===== config.mk =====
export PLATFORM = sky130hd
export DESIGN_NAME = dup_chain_array
export DESIGN_NICKNAME = d
export VERILOG_FILES = /design/src/rtl/dcx_pkg.sv /design/src/rtl/dcx_cell.sv /design/src/rtl/dcx_pair_chk.sv /design/src/rtl/dup_chain_array.sv
export SDC_FILE = /design/constraint.sdc
export NUM_CORES = 2
export LEC_CHECK = 0
export ABC_AREA = 1
export BUFFER_PORTS_ARGS = -buffer_cell sky130_fd_sc_hd__buf_2
export CORE_MARGIN = 2
export CORE_UTILIZATION = 32
export DETAILED_ROUTE_END_ITERATION = 6
export GPL_TIMING_DRIVEN = 0
export PLACE_DENSITY = 0.55
export SKIP_LAST_GASP = 1
export SYNTH_ARGS = -nofsm -noshare
export SYNTH_HDL_FRONTEND = slang
export SYNTH_HIERARCHICAL = 1
export SYNTH_SLANG_ARGS = --single-unit

===== constraint.sdc =====
create_clock -name clk -period 8.4 [get_ports clk]
set_clock_uncertainty 0.05 [all_clocks]
set_input_delay 1.68 -clock clk [delete_from_list [all_inputs] [get_ports clk]]
set_output_delay 1.68 -clock clk [all_outputs]
set_load 0.01 [all_outputs]

===== src/rtl/dcx_pkg.sv =====
package dcx_pkg;
    typedef enum logic {
        SLOT_REDO = 1'b0,
        SLOT_MAIN = 1'b1
    } slot_e;
endpackage


===== src/rtl/dcx_cell.sv =====
module dcx_cell
    import dcx_pkg::*;
#(
    parameter int W = 16
) (
    input  logic         clk,
    input  logic         rst_n,
    input  logic         in_vld,
    input  slot_e        in_slot,
    input  logic [W-1:0] in_data,
    input  logic [W-1:0] coef_main,
    input  logic [W-1:0] coef_redo,
    output logic         out_vld,
    output slot_e        out_slot,
    output logic [W-1:0] out_data
);
    typedef struct packed {
        logic         vld;
        slot_e        slot;
        logic [W-1:0] data;
    } cell_t;

    cell_t        st_d, st_q;
    logic [W-1:0] coef_sel;
    logic [W-1:0] prod;
    logic [W-1:0] f_val;

    // coefficient mux driven by slot parity
    assign coef_sel = (in_slot == SLOT_MAIN) ? coef_main : coef_redo;
    assign prod     = coef_sel * in_data;
    assign f_val    = in_data + prod;

    always_comb begin
        st_d     = st_q;
        st_d.vld = in_vld;
        if (in_vld) begin
            st_d.slot = in_slot;
            st_d.data = f_val;
        end
    end

    always_ff @(posedge clk or negedge rst_n) begin
        if (!rst_n) st_q <= '0;
        else        st_q <= st_d;
    end

    assign out_vld  = st_q.vld;
    assign out_slot = st_q.slot;
    assign out_data = st_q.data;

    // a main slot is always followed by its redo slot
    p_redo_follows_main_r5: assert property (@(posedge clk) disable iff (!rst_n)
        (st_q.vld && st_q.slot == SLOT_MAIN) |=> (st_q.vld && st_q.slot == SLOT_REDO));
endmodule


===== src/rtl/dcx_pair_chk.sv =====
module dcx_pair_chk
    import dcx_pkg::*;
#(
    parameter int W = 16
) (
    input  logic         clk,
    input  logic         rst_n,
    input  logic         up_vld,
    input  slot_e        up_slot,
    input  logic [W-1:0] up_data,
    input  logic         dn_vld,
    input  slot_e        dn_slot,
    input  logic [W-1:0] dn_data,
    output logic         flag
);
    typedef struct packed {
        logic flag;
    } chk_t;

    chk_t chk_d, chk_q;
    logic both;

    assign both = up_vld && (up_slot == SLOT_REDO) && dn_vld && (dn_slot == SLOT_MAIN);

    always_comb begin
        chk_d      = chk_q;
        chk_d.flag = both && (up_data != dn_data);
    end

    always_ff @(posedge clk or negedge rst_n) begin
        if (!rst_n) chk_q <= '0;
        else        chk_q <= chk_d;
    end

    assign flag = chk_q.flag;

    // a flag is a single-cycle pulse
    p_flag_pulse_r6: assert property (@(posedge clk) disable iff (!rst_n)
        flag |=> !flag);
    // a flag only judges a cycle where the upstream cell held a redo slot
    p_flag_redo_slot_r5: assert property (@(posedge clk) disable iff (!rst_n)
        flag |-> $past(up_slot == SLOT_REDO));
endmodule


===== src/rtl/dup_chain_array.sv =====
module dup_chain_array
    import dcx_pkg::*;
#(
    parameter int W = 16,
    parameter int N = 4
) (
    input  logic           clk,
    input  logic           rst_n,
    input  logic           strobe,
    input  logic [W-1:0]   y_in,
    input  logic [N*W-1:0] coef,
    output logic           res_vld,
    output logic [W-1:0]   res_data,
    output logic [N-1:0]   mismatch
);
    localparam int NCELL = N + 1;

    typedef struct packed {
        logic stb_prev;
    } top_t;

    top_t st_d, st_q;

    always_comb begin
        st_d          = st_q;
        st_d.stb_prev = strobe;
    end

    always_ff @(posedge clk or negedge rst_n) begin
        if (!rst_n) st_q <= '0;
        else        st_q <= st_d;
    end

    logic         c_vld  [NCELL];
    slot_e        c_slot [NCELL];
    logic [W-1:0] c_data [NCELL];

    generate
        for (genvar e = 0; e < NCELL; e++) begin : g_cell
            logic         i_vld;
            slot_e        i_slot;
            logic [W-1:0] i_data;
            logic [W-1:0] cm;
            logic [W-1:0] cr;

            if (e == 0) begin : g_head
                assign i_vld  = strobe | st_q.stb_prev;
                assign i_slot = strobe ? SLOT_MAIN : SLOT_REDO;
                assign i_data = y_in;
                assign cm     = '0;
            end else begin : g_body
                assign i_vld  = c_vld[e-1];
                assign i_slot = c_slot[e-1];
                assign i_data = c_data[e-1];
                assign cm     = coef[(e-1)*W +: W];
            end

            if (e == N) begin : g_tail
                assign cr = '0;
            end else begin : g_mid
                assign cr = coef[e*W +: W];
            end

            dcx_cell #(.W(W)) u_cell (
                .clk       (clk),
                .rst_n     (rst_n),
                .in_vld    (i_vld),
                .in_slot   (i_slot),
                .in_data   (i_data),
                .coef_main (cm),
                .coef_redo (cr),
                .out_vld   (c_vld[e]),
                .out_slot  (c_slot[e]),
                .out_data  (c_data[e])
            );
        end

        for (genvar k = 0; k < N; k++) begin : g_pair
            dcx_pair_chk #(.W(W)) u_chk (
                .clk     (clk),
                .rst_n   (rst_n),
                .up_vld  (c_vld[k]),
                .up_slot (c_slot[k]),
                .up_data (c_data[k]),
                .dn_vld  (c_vld[k+1]),
                .dn_slot (c_slot[k+1]),
                .dn_data (c_data[k+1]),
                .flag    (mismatch[k])
            );
        end
    endgenerate

    assign res_vld  = c_vld[N] && (c_slot[N] == SLOT_MAIN);
    assign res_data = c_data[N];

    // tokens are at least two cycles apart
    p_strobe_gap_r2: assert property (@(posedge clk) disable iff (!rst_n)
        strobe |=> !strobe);
    // token value held through its redo cycle
    p_y_hold_r2: assert property (@(posedge clk) disable iff (!rst_n)
        strobe |=> $stable(y_in));
    // results occupy alternate cycles
    p_result_gap_r3: assert property (@(posedge clk) disable iff (!rst_n)
        res_vld |=> !res_vld);
endmodule


==> run metrics <==
Worst path slowest cell=o311ai_0; Crit Path Class=in2reg; Post-Synthesis Cells=~4300; Die Wd=about 310 µm; initial DRC count=1548; Clk pin slew, worst setup/hold paths=~0.08 ns; final period utilization=between 90% and 100%; worst skew pair latency=roughly 0.38 ns; clk buf depth=2; r2r worst-path depth=25; synthesized area per cell=between 6 and 7 µm²; Worst Hold Path EP=g_cell[1].u_cell/out_vld; delay-heaviest family, CP=adder cells; Hold WC Path Type=reg2reg; DR WL/cell=approximately 16 µm; DR top layer=met4; grt ovf=0; hold wc startpoint=g_cell[0].u_cell/out_vld; top cells by count, synth=1218 x inv_1, 1184 x nand2_1, 470 x fa_1, 418 x nor2_1, 255 x ha_1; Initial Util=between 30% and 40%; dpl hpwl=roughly 76 mm; Post-CTS Setup Bufs=0; drt first pass iters=6; worst reg2reg setup slack=roughly 2 ns; Area growth syn-to-layout=8.36%; count leader, synth=inv_1; chip height=307 µm; setup TNS=0 ns; Seq/Total Area, Yosys=under 10%; Cell Chain, Critical Path=buf_2, buf_6, or2_2, nand2_1, inv_1, nand2_1, fa_1, inv_1, fa_1, inv_1, fa_1, fa_1, fa_1, fa_1, inv_1, ha_1, nand4_1, o311ai_0, nand3_1, nand3_1, nand2_1; clk root buf=clkbuf_16; IO Pins=about 100; Placer Congestion=0.927; final WL=~88 mm; top post-synthesis cells by area=fa_1 32%, inv_1 16%, nand2_1 15%; Cell variety after synth=45; largest area contributor in the netlist=fa_1; pins over their slew limit=0; Mapped Area=approximately 30000 µm²; Yosys warning count=6; Die ar.=between 90000 and 100000 µm²; status=finished, final reports clean; CTS tree=built; critical path buffer and inverter count=6; WP data required=8.62 ns; depth of the worst hold-timing path=0; Routed met3 length=roughly 5.4 mm; Core ar.=approximately 91000 µm²; Final Hold Vio Count=0; vias per cell=4.55; Routed Antenna Nets=0; proportion of layout cells with a drive suffix above 1=6.02%; share of the synthesized area in the top cell type=about a third; worst r2r src=g_cell[1].u_cell/out_slot; hold-fix buffers at CTS=0; via count=between 20000 and 30000; reg2reg end=g_cell[2].u_cell/out_data[15]; routed wl met2=between 40 and 50 mm; NumNets Final=5218; CP Launch Type=primary input; Max FO, Critical Path=10; Crit path top cell by count=fa_1; slew margin rel.=51.3%; Synth Flop Type=dfrtp_1; vias in the first global route=about 25000; DRC Markers=0; largest net degree at the start of global routing=62; Critical Path Source=strobe; crit end category=register; Slew @ Worst Pin=approximately 0.72 ns; post-cts resize count=0; Total GRT Usage=a little under a fifth; flops & latches, synth=95; Critical Path AT=~8 ns; global-route wire length before repair=~140 mm; Highest Clock Rate=~0.13 GHz; fill cell count=roughly 10000; CP max stage delay=between 0.6 and 0.7 ns; EDFF count, synth=0; Setup violations, final=0; H-tree depth=3; FP Rows=between 100 and 150; WL met1=39.8 mm; Clock Sinks=95; max cap viols=0; total CTS buffers=9; initial antenna violation count=8; ys async rst share=100%; Port Buffers=approximately 100; RSZ-0062 raised after global routing=no; Final min period=7.67 ns
worst max-delay path by stage:
stage / slack (ns) / end / depth (start not counted)
after floorplan: 1.51 / g_cell[0].u_cell/out_data[15] / 22
after global placement: 0.33 / g_cell[0].u_cell/out_data[15] / 21
after detailed placement: 0.32 / g_cell[0].u_cell/out_data[15] / 21
after CTS: 0.72 / g_cell[0].u_cell/out_data[15] / 21
after global routing: 0.45 / g_cell[0].u_cell/out_data[15] / 21
final: 0.73 / g_cell[0].u_cell/out_data[15] / 21
sequential cells by signal (all words and copies together), names as in the netlist:
| signal | flops |
|---|---|
| g_cell.u_cell/out_data | 80 |
| g_cell.u_cell/out_vld | 5 |
| st_q | 1 |
| g_cell.u_cell/out_slot | 5 |
| g_pair.u_chk/flag | 4 |
layout by cell type (no fill, tap or decap), types with 15 or more instances in the layout:
cell      count
conb_1       34
o21ai_0      75
ha_1        255
buf_2       116
inv_1      1218
xor2_1       35
dfrtp_1      95
clkbuf_1     30
fa_1        470
nand2_2      38
nand2_1    1184
nor2_1      418
xnor2_1      22
o21ai_2      19
a21oi_1      65
nand3_1     158
clkinv_1     15
worst register-to-register path: stages (launching register included):
cell	delay, ns
dfrtp_1	0.49
buf_6	0.20
buf_4	0.17
nand2_1	0.14
nand2_1	0.19
inv_1	0.25
nand2_1	0.10
fa_1	0.49
inv_1	0.05
fa_1	0.49
inv_1	0.05
fa_1	0.58
fa_1	0.44
fa_1	0.50
fa_1	0.56
inv_1	0.07
ha_1	0.38
nand4_1	0.13
inv_1	0.05
nand2_1	0.07
o211ai_1	0.09
a31oi_1	0.50
inv_1	0.10
nand3_1	0.11
nand3_1	0.07
nand2_1	0.06
metal layers:
metal  global-route usage (%)  vias to the layer above
li1                         -                    12500
met1                     26.1                    12200
met2                     31.8                      692
met3                     2.56                      106
met4                     4.59                        0
met5                        0                        -
final cells by class:
type                       instances  area (µm²)  area share, %
clock inverter                     7        71.3          0.224
tap                             1186        1480           4.66
multi-input combinational       2886       22000           69.1
antenna                            3        7.51         0.0236
sequential                        95        2380           7.46
timing repair buffer             104         546           1.71
clock buffer                       9         225          0.707
buffer                            67         433           1.36
inverter                        1247        4690           14.7
per-stage QoR:
step,util [%],worst slack (ns),instance area [µm²],hold WS (ns),std cells
after detailed placement,34.5,0.316,31500,0.355,5585
after CTS,34.8,0.718,31800,0.378,5601
final,34.8,0.732,31800,0.375,5604
after global routing,34.8,0.453,31800,0.376,5604
after floorplan,-,1.51,29500,0.319,4295
after global placement,34.5,0.328,31500,0.353,5584
cells by family after synthesis:
logic type	after synthesis	share of synthesized area, %
AOI/OAI and AO/OA	208	4.21
and+or+nand+nor	1860	25.6
other	1	0.0128
xor gates and xnor gates	59	1.81
adders and majority gates	725	42.9
buffers and inverters	1314	17.4
DFF	95	8.09
Power is not shown: default switching activity piles up to over one toggle a cycle in this logic, so the estimate is an artifact.
